### src/rtl/lsic_pkg.sv
package lsic_pkg;

  typedef enum logic [2:0] {
    SEL_NONE,
    SEL_STATUS,
    SEL_MASK,
    SEL_INFO,
    SEL_CTRL
  } host_sel_e;

  // Address map: status group, mask group, summary, control.
  function automatic host_sel_e decode_kind(input int unsigned addr,
                                            input int unsigned nregs);
    host_sel_e kind;
    if (addr < nregs)              kind = SEL_STATUS;
    else if (addr < 2 * nregs)     kind = SEL_MASK;
    else if (addr == 2 * nregs)    kind = SEL_INFO;
    else if (addr == 2 * nregs + 1) kind = SEL_CTRL;
    else                           kind = SEL_NONE;
    return kind;
  endfunction

endpackage

### src/rtl/lsic_rst_sync.sv
module lsic_rst_sync (
  input  logic clk,
  input  logic rst_async_n,
  output logic rst_sync_n
);

  logic [1:0] sync_q;
  logic [1:0] sync_d;

  always_comb begin
    sync_d = {sync_q[0], 1'b1};
  end

  always_ff @(posedge clk or negedge rst_async_n) begin
    if (!rst_async_n) begin
      sync_q <= '0;
    end else begin
      sync_q <= sync_d;
    end
  end

  assign rst_sync_n = sync_q[1];

endmodule

### src/rtl/lsic_status_bank.sv
module lsic_status_bank #(
  parameter int            W        = 8,
  parameter logic [W-1:0]  COND     = 8'h0F,
  parameter logic [W-1:0]  DBL      = 8'h0C,
  parameter logic [W-1:0]  PAIR     = 8'h10,
  parameter int            PAIR_OFS = 4
) (
  input  logic         clk,
  input  logic         rst_n,
  input  logic [W-1:0] cond_in,
  input  logic [W-1:0] evt_in,
  input  logic         clr_en,
  input  logic [W-1:0] clr_bits,
  output logic [W-1:0] latch,
  output logic [W-1:0] snap,
  output logic [W-1:0] clr_vec,
  output logic [W-1:0] irq_src
);

  logic [W-1:0] cond_q, cond_d;
  logic [W-1:0] latch_q, latch_d;
  logic [W-1:0] snap_q, snap_d;
  logic [W-1:0] pend_q, pend_d;
  logic [W-1:0] rise, fall, pair_set, set_vec;

  // Companion event positions latch on the fall of their condition.
  for (genvar i = 0; i < W; i++) begin : g_pair
    if (PAIR[i] && (i >= PAIR_OFS)) begin : g_on
      assign pair_set[i] = fall[(i + W - PAIR_OFS) % W];
    end else begin : g_off
      assign pair_set[i] = 1'b0;
    end
  end

  always_comb begin
    cond_d  = cond_in & COND;
    rise    = cond_in & ~cond_q & COND;
    fall    = ~cond_in & cond_q & COND;
    set_vec = (COND & cond_in) | (~COND & (evt_in | pair_set));
    clr_vec = clr_en ? clr_bits : '0;
    // Set wins over clear in the same cycle.
    latch_d = set_vec | (latch_q & ~clr_vec);
    snap_d  = (snap_q & ~clr_vec) | (latch_q & clr_vec);
    pend_d  = DBL & (rise | fall | (pend_q & ~clr_vec));
  end

  always_ff @(posedge clk or negedge rst_n) begin
    if (!rst_n) begin
      cond_q  <= '0;
      latch_q <= '0;
      pend_q  <= '0;
    end else begin
      cond_q  <= cond_d;
      latch_q <= latch_d;
      pend_q  <= pend_d;
    end
  end

  always_ff @(posedge clk or negedge rst_n) begin
    if (!rst_n) begin
      snap_q <= '0;
    end else if (clr_en) begin
      snap_q <= snap_d;
    end
  end

  assign latch   = latch_q;
  assign snap    = snap_q;
  assign irq_src = (DBL & pend_q) | (~DBL & latch_q);

endmodule

### src/rtl/lsic_host_regs.sv
module lsic_host_regs #(
  parameter int NUM_REGS = 2,
  parameter int W        = 8,
  parameter int ADDR_W   = 3
) (
  input  logic                  clk,
  input  logic                  rst_n,
  input  logic                  host_sel,
  input  logic                  host_wr,
  input  logic [ADDR_W-1:0]     host_addr,
  input  logic [W-1:0]          host_wdata,
  input  logic [NUM_REGS*W-1:0] snap_flat,
  input  logic [NUM_REGS-1:0]   info,
  output logic [NUM_REGS*W-1:0] mask_flat,
  output logic                  int_dis,
  output logic [NUM_REGS-1:0]   stat_wr_en,
  output logic [W-1:0]          host_rdata
);

  import lsic_pkg::*;

  host_sel_e             kind;
  logic [ADDR_W-1:0]     idx;
  logic                  wr_go;
  logic [NUM_REGS-1:0]   mask_we;
  logic                  ctrl_we;
  logic                  dis_q, dis_d;
  logic [NUM_REGS*W-1:0] mask_q;

  always_comb begin
    kind  = decode_kind(32'(host_addr), NUM_REGS);
    idx   = (kind == SEL_MASK) ? host_addr - ADDR_W'(NUM_REGS) : host_addr;
    wr_go = host_sel & host_wr;
    for (int k = 0; k < NUM_REGS; k++) begin
      stat_wr_en[k] = wr_go && (kind == SEL_STATUS) && (idx == ADDR_W'(k));
      mask_we[k]    = wr_go && (kind == SEL_MASK) && (idx == ADDR_W'(k));
    end
    ctrl_we = wr_go && (kind == SEL_CTRL);
    dis_d   = ctrl_we ? host_wdata[0] : dis_q;
  end

  for (genvar k = 0; k < NUM_REGS; k++) begin : g_mask
    always_ff @(posedge clk or negedge rst_n) begin
      if (!rst_n) begin
        mask_q[k*W +: W] <= '0;
      end else if (mask_we[k]) begin
        mask_q[k*W +: W] <= host_wdata;
      end
    end
  end

  always_ff @(posedge clk or negedge rst_n) begin
    if (!rst_n) begin
      dis_q <= 1'b0;
    end else begin
      dis_q <= dis_d;
    end
  end

  always_comb begin
    host_rdata = '0;
    case (kind)
      SEL_STATUS: begin
        for (int k = 0; k < NUM_REGS; k++) begin
          if (idx == ADDR_W'(k)) host_rdata = snap_flat[k*W +: W];
        end
      end
      SEL_MASK: begin
        for (int k = 0; k < NUM_REGS; k++) begin
          if (idx == ADDR_W'(k)) host_rdata = mask_q[k*W +: W];
        end
      end
      SEL_INFO: host_rdata[NUM_REGS-1:0] = info;
      SEL_CTRL: host_rdata[0] = dis_q;
      default:  host_rdata = '0;
    endcase
  end

  assign mask_flat = mask_q;
  assign int_dis   = dis_q;

endmodule

### src/rtl/status_irq_ctrl.sv
module status_irq_ctrl #(
  parameter int                        NUM_REGS  = 2,
  parameter int                        REG_W     = 8,
  parameter logic [NUM_REGS*REG_W-1:0] COND_MASK = 16'h0F0F,
  parameter logic [NUM_REGS*REG_W-1:0] DBL_MASK  = 16'h0C0C,
  parameter logic [NUM_REGS*REG_W-1:0] PAIR_MASK = 16'h1010,
  parameter int                        PAIR_OFS  = 4,
  localparam int                       ADDR_W    = $clog2(2 * NUM_REGS + 2)
) (
  input  logic                      clk,
  input  logic                      rst_n,
  input  logic [NUM_REGS*REG_W-1:0] cond_in,
  input  logic [NUM_REGS*REG_W-1:0] evt_in,
  input  logic                      host_sel,
  input  logic                      host_wr,
  input  logic [ADDR_W-1:0]         host_addr,
  input  logic [REG_W-1:0]          host_wdata,
  output logic [REG_W-1:0]          host_rdata,
  output logic                      irq_n
);

  localparam int NBITS = NUM_REGS * REG_W;

  logic              rst_sync_n;
  logic [NBITS-1:0]  latch_flat, snap_flat, clr_flat, src_flat, mask_flat;
  logic [NUM_REGS-1:0] stat_wr_en, info;
  logic              int_dis;

  lsic_rst_sync u_rst (
    .clk         (clk),
    .rst_async_n (rst_n),
    .rst_sync_n  (rst_sync_n)
  );

  lsic_host_regs #(
    .NUM_REGS (NUM_REGS),
    .W        (REG_W),
    .ADDR_W   (ADDR_W)
  ) u_host (
    .clk        (clk),
    .rst_n      (rst_sync_n),
    .host_sel   (host_sel),
    .host_wr    (host_wr),
    .host_addr  (host_addr),
    .host_wdata (host_wdata),
    .snap_flat  (snap_flat),
    .info       (info),
    .mask_flat  (mask_flat),
    .int_dis    (int_dis),
    .stat_wr_en (stat_wr_en),
    .host_rdata (host_rdata)
  );

  for (genvar k = 0; k < NUM_REGS; k++) begin : g_bank
    lsic_status_bank #(
      .W        (REG_W),
      .COND     (COND_MASK[k*REG_W +: REG_W]),
      .DBL      (DBL_MASK[k*REG_W +: REG_W]),
      .PAIR     (PAIR_MASK[k*REG_W +: REG_W]),
      .PAIR_OFS (PAIR_OFS)
    ) u_bank (
      .clk      (clk),
      .rst_n    (rst_sync_n),
      .cond_in  (cond_in[k*REG_W +: REG_W]),
      .evt_in   (evt_in[k*REG_W +: REG_W]),
      .clr_en   (stat_wr_en[k]),
      .clr_bits (host_wdata),
      .latch    (latch_flat[k*REG_W +: REG_W]),
      .snap     (snap_flat[k*REG_W +: REG_W]),
      .clr_vec  (clr_flat[k*REG_W +: REG_W]),
      .irq_src  (src_flat[k*REG_W +: REG_W])
    );

    assign info[k] = |(src_flat[k*REG_W +: REG_W] & mask_flat[k*REG_W +: REG_W]);
  end

  assign irq_n = ~(~int_dis & (|info));

endmodule

### config.mk
export PLATFORM = sky130hd
export DESIGN_NAME = status_irq_ctrl
export DESIGN_NICKNAME = d
export VERILOG_FILES = /design/src/rtl/lsic_pkg.sv /design/src/rtl/lsic_rst_sync.sv /design/src/rtl/lsic_status_bank.sv /design/src/rtl/lsic_host_regs.sv /design/src/rtl/status_irq_ctrl.sv
export SDC_FILE = /design/constraint.sdc
export NUM_CORES = 1
export LEC_CHECK = 0
export ABC_CLOCK_PERIOD_IN_PS = 2400
export BUFFER_PORTS_ARGS = -buffer_cell sky130_fd_sc_hd__buf_2
export CAP_MARGIN = 20
export CELL_PAD_IN_SITES_DETAIL_PLACEMENT = 0
export CELL_PAD_IN_SITES_GLOBAL_PLACEMENT = 2
export CORE_ASPECT_RATIO = 0.75
export CORE_MARGIN = 2
export CORE_UTILIZATION = 37
export DETAILED_ROUTE_END_ITERATION = 16
export GPL_TIMING_DRIVEN = 0
export PLACE_DENSITY = 0.86
export REMOVE_ABC_BUFFERS = 1
export SYNTH_ARGS = -nofsm -noshare
export SYNTH_HDL_FRONTEND = slang
export SYNTH_HIERARCHICAL = 1
export SYNTH_SLANG_ARGS = --single-unit
### constraint.sdc
create_clock -name clk -period 2.4 [get_ports clk]
set_input_delay 0.36 -clock clk [delete_from_list [all_inputs] [get_ports clk]]
set_output_delay 0.36 -clock clk [all_outputs]
set_load 0.02 [all_outputs]
# [Word-level counts from Yosys, hierarchy flattened]
# Cells that the tools add are included.
[word_totals] elab_cells=85 in_bits=47 out_inout_bits=9 regBits=63
[classes] eq_ne=7 order_cmp=2 bitwise=38 add_sub_neg=1 n_reduce_logical=11 n_mux=14
[ops] cell="8-bit AND" n=8
[ops] cell="8-bit two-way mux" n=6
[ops] cell="4-bit by 8-bit bitwise OR with 8-bit output" n=4
[ops] cell="8-bit bitwise OR" n=4
[ops] cell="4-bit AND" n=6
[ops] cell="4-bit NOT" n=4
[ops] cell="8-bit NOT" n=2
[ops] cell="4-bit bitwise OR" n=4
[ops] cell="8-bit by 5-bit bitwise OR with 8-bit output" n=2
[ops] cell="16-bit OR reduction" n=1
[ops] cell="8-bit OR reduction" n=2
[ops] cell="3-bit two-way mux" n=5
[ops] cell="6-bit case mux with 2 select lines" n=1
[ops] cell="3-bit equality test (second input constant)" n=3
[ops] cell="1-bit logical AND" n=7
[ops] cell="3-bit by 1-bit equality test with 1-bit output (second input constant)" n=2
[ops] cell="3-bit by 2-bit equality test with 1-bit output (second input constant)" n=2
[ops] cell="1-bit case mux with 4 select lines" n=1
[ops] cell="3-bit zero test" n=1
[ops] cell="3-bit by 2-bit < comparator with 1-bit output (second input constant)" n=1
[ops] cell="3-bit < comparator (second input constant)" n=1
[ops] cell="1-bit case mux with 3 select lines" n=1
[ops] cell="3-bit by 2-bit subtractor with 3-bit output (second input constant)" n=1
[ops] cell="1-bit AND" n=2
[ops] cell="1-bit NOT" n=2

# [Depth between registers and ports, before layout]
[depth] word_depth=13 depth_mapped=8 mapped_depth_nobuf=7

# [By module]
# Netlist, hierarchy kept.
[by_module_without_submodules] mod="lsic_status_bank" seq_area_each_um2=525.5 area_each_um2=834.6 cells_per_inst=65 instances=2
[by_module_without_submodules] mod="lsic_host_regs" seq_area_each_um2=425.4 area_each_um2=1086.0 cells_per_inst=84 instances=1
[by_module_without_submodules] mod="status_irq_ctrl" seq_area_each_um2=0.0 area_each_um2=85.1 cells_per_inst=11 instances=1
[by_module_without_submodules] mod="lsic_rst_sync" seq_area_each_um2=50.0 area_each_um2=53.8 cells_per_inst=3 instances=1

# [Worst setup path after synthesis]
# Ideal clock, no wire load.
[synth_path] kind="in2reg" start="in host_addr[2]" end="reg with a tool-made name" setup_time_ps=127 t_arrival_ps=1859 stages=8 t_required_ps=2273 path_slack_ps=414 path_cell_list="inv_1 ha_1 or2b_1 o2111ai_2 nor3_1 buf_4 nand2_2 mux2_1"
[synth_rtl] element="start, declared" line="status_irq_ctrl.sv:16" rtl="input logic [ADDR_W-1:0] host_addr,"

# [Final worst setup path]
[layout_path] start="in host_addr[2]" end="out host_rdata[1]"
[layout_via] elab_chain_cells=11 word_cells_on_any_way=20 cone_classes="1 x add/sub; 2 x order compare; 6 x eq/ne; 10 x mux; 1 x reduce/logical"
[layout_lines] element="3-bit equality test" line="lsic_pkg.sv:18" rtl="else if (addr == 2 * nregs + 1) kind = SEL_CTRL;"
[layout_lines] element="3-bit two-way mux" line="lsic_pkg.sv:18"
[layout_lines] element="3-bit two-way mux" line="lsic_pkg.sv:17" rtl="else if (addr == 2 * nregs) kind = SEL_INFO;"
[layout_lines] element="3-bit two-way mux" line="lsic_pkg.sv:16" rtl="else if (addr < 2 * nregs) kind = SEL_MASK;"
[layout_lines] element="3-bit two-way mux" line="lsic_pkg.sv:15" rtl="if (addr < nregs) kind = SEL_STATUS;"
[layout_lines] element="3-bit by 2-bit equality test with 1-bit output" line="lsic_host_regs.sv:32, lsic_host_regs.sv:62"
[layout_lines] element="3-bit two-way mux" line="lsic_host_regs.sv:32" rtl="idx = (kind == SEL_MASK) ? host_addr - ADDR_W'(NUM_REGS) : host_addr;"
[layout_lines] element="3-bit zero test" line="lsic_host_regs.sv:65, lsic_host_regs.sv:70"
[layout_lines] element="8-bit two-way mux (on tied branches) (2 in series)" line="lsic_host_regs.sv:70, lsic_host_regs.sv:65"
[layout_lines] element="1-bit case mux with 3 select lines *" line="lsic_host_regs.sv:62" rtl="case (kind)"
[layout_lines] element="end, declared" line="status_irq_ctrl.sv:18" rtl="output logic [REG_W-1:0] host_rdata,"
# Every way passes the cells marked *; elsewhere a longest branch is shown, timed or not.

==> summary.md <==
| Metric | Value |
|---|---|
| Status | completed |
| Clock Skews | 0.00582 ns |
| First-pass GRT wire length | approximately 9400 µm |
| Clock Sinks | 61 |
| Die Footprint | 8130 µm² |
| CP Capture Type | output port |
| Gate Count Post-Synth | 200 |
| VDD IR-drop max | between 0.3 and 0.4 mV |
| Leakage | about 1.4 nW |
| Per-cell routed wire length | 16.3 µm |
| Max cap viols | 0 |
| Final nets | 299 |
| CP peak stage delay | 0.36 ns |
| Final hold violations | 0 |
| Number of global-route vias before repair | 1839 |
| WP depth | 7 |
| CP required | 2.04 ns |
| Routed WL | 5760 µm |
| Most frequent cells in the layout | dfrtp_1 (60), buf_2 (39), mux2_2 (23) |
| Via count | roughly 1800 |
| Critical path class | primary input to output port |
| Fin area | 3320 µm² |
| Slew Limit Fails | 0 |
| Yosys warnings | 6 |
| Starting Density | 0.378 |
| Max Fclk | between 400 and 500 MHz |
| DR pass1 iterations | 5 |
| Initial antenna violation count | 0 |
| DR vias/cell | 5.06 |
| Commonest non-fill, non-tap cell in the layout | dfrtp_1 |
| Overall routing resource usage | 0.156 |
| Crit Path Max Fanout | 6 |
| Placer Congestion | 0.742 |
| WP buf/inv | 3 |
| Port bufs | 39 |
| Worst slack at placement | -0.560 ns |
| Pwr Density | between 700 and 800 nW/µm² |
| CTS tree | done |
| RSZ-0062 raised after global routing | false |
| Ratio of cells with drive above 1 in the final layout | 0.419 |
| Slew HR | 0.552 |
| H-tree depth | 3 |
| Hold Path Class | primary input to register |
| Total gr overflow | 0 |
| Post-DP HPWL | between 4000 and 5000 µm |
| DIE HEIGHT | 78.6 µm |
| Core footprint | around 7300 µm² |
| Worst-path cell chain | buf_2 -> inv_1 -> ha_2 -> or2b_4 -> o2111ai_4 -> o221ai_2 -> buf_2 |
| Synth Area per Inst | 13.7 µm² |
| Largest net degree at the start of global routing | 35 |
| Detail Route Antenna Nets | 0 |
| Cts bufs inserted | 9 |
| Placed Area | 3040 µm² |
| Worst r2r path cells | 1 |
| Clock root buffer | clkbuf_8 |
| Post-CTS setup buffers | 0 |
| Worst-Margin Slew | 0.672 ns |
| Remaining DRCs | 0 |
| Worst path most repeated cell | buf_2 |
| Critical Path Slowest Stage Cell | ha_2 |
| # fillers | 698 |
| Skew-Pair Late Insertion Delay | ~0.32 ns |
| Area grow syn2layout | 20.8% |
| Maximum clock path buffer count | 2 |
| Initial DRC Count | 125 |
| Worst-path clk slew | 0.07 ns |
| Fin crit period | 2.29 ns |
| R2R setup slack | 1.54 ns |
| I/O pin total | 56 |
| Worst hold slack | 0.171 ns |
| Mapped Area | roughly 2700 µm² |
| Top delay family on crit path | buffers and inverters |
| Final setup margin | 0.109 ns |
| Cell Rows | 27 |
| Final setup viols | 0 |
| Worst EP arrival | slightly below 2 ns |
| Die X-Extent | just over 100 µm |
| Type of origin of the critical path | primary input |
| Worst Hold Depth | 1 |
| # diodes | 0 |
| Final worst-path cycle share | 0.955 |
-- through the flow --
step,total power [W],TNS [ns],utilization,std cells
2_1_floorplan,0.00148,0,-,195
3_3_place_gp,0.00160,-32.13,0.415,335
3_5_place_dp,0.00161,-16.79,0.419,336
4_1_cts,0.00250,0,0.450,353
5_1_grt,0.00262,0,0.457,354
6_report,0.00248,0,0.457,354
-- layout make-up --
cell class | count | area, µm² | area share
flip-flops and latches | 61 | 1530 | 0.461
multi-input cells | 129 | 1220 | 0.368
repair buffers | 41 | 225 | 0.0679
clock buffers | 12 | 145 | 0.0438
well taps | 101 | 126 | 0.0381
clock inverters | 4 | 47.5 | 0.0143
inverters | 6 | 22.5 | 0.00679
-- routing by layer --
layer,global-route usage,vias to the layer above,part of all wire
met2,0.217,40,0.44
met1,0.233,910,0.50
met4,0.0474,0,0.0049
met5,0,-,0
li1,-,836,-
met3,0.0454,4,0.061
-- worst paths after layout --
path,start,end
setup / recovery,host_addr[2],host_rdata[1]
hold / removal,cond_in[0],g_bank[0].u_bank/cond_q[0]$_DFF_PN0_
setup reg to reg,u_rst/sync_q[1]$_DFF_PN0_,g_bank[0].u_bank/latch[1]$_DFF_PN0_
hold reg to reg,u_rst/sync_q[1]$_DFF_PN0_,g_bank[1].u_bank/latch[4]$_DFF_PN0_
max in group asynchronous,u_rst/sync_q[1]$_DFF_PN0_,g_bank[0].u_bank/latch[1]$_DFF_PN0_
min in group asynchronous,u_rst/sync_q[1]$_DFF_PN0_,g_bank[1].u_bank/latch[4]$_DFF_PN0_
-- repair_timing --
| action | 4_1_cts | 5_1_grt |
|---|---|---|
| hold endpoints to repair | 2 | 0 |
| hold buffers | 1 | 0 |
| pin swaps | 1 | 0 |
| resized for setup | 4 | 6 |
| cloned | 0 | 1 |
| endpoints found under the setup margin | 38 | 5 |
-- report_power, final --
group / switching (W) / internal [W] / total, W
Combinational: 0.000171 / 0.000203 / 0.000374
Clock: 0.000369 / 0.000505 / 0.000874
Sequential: 0.0000890 / 0.00115 / 0.00124
Note: power is estimated with default switching activity, not from simulation.
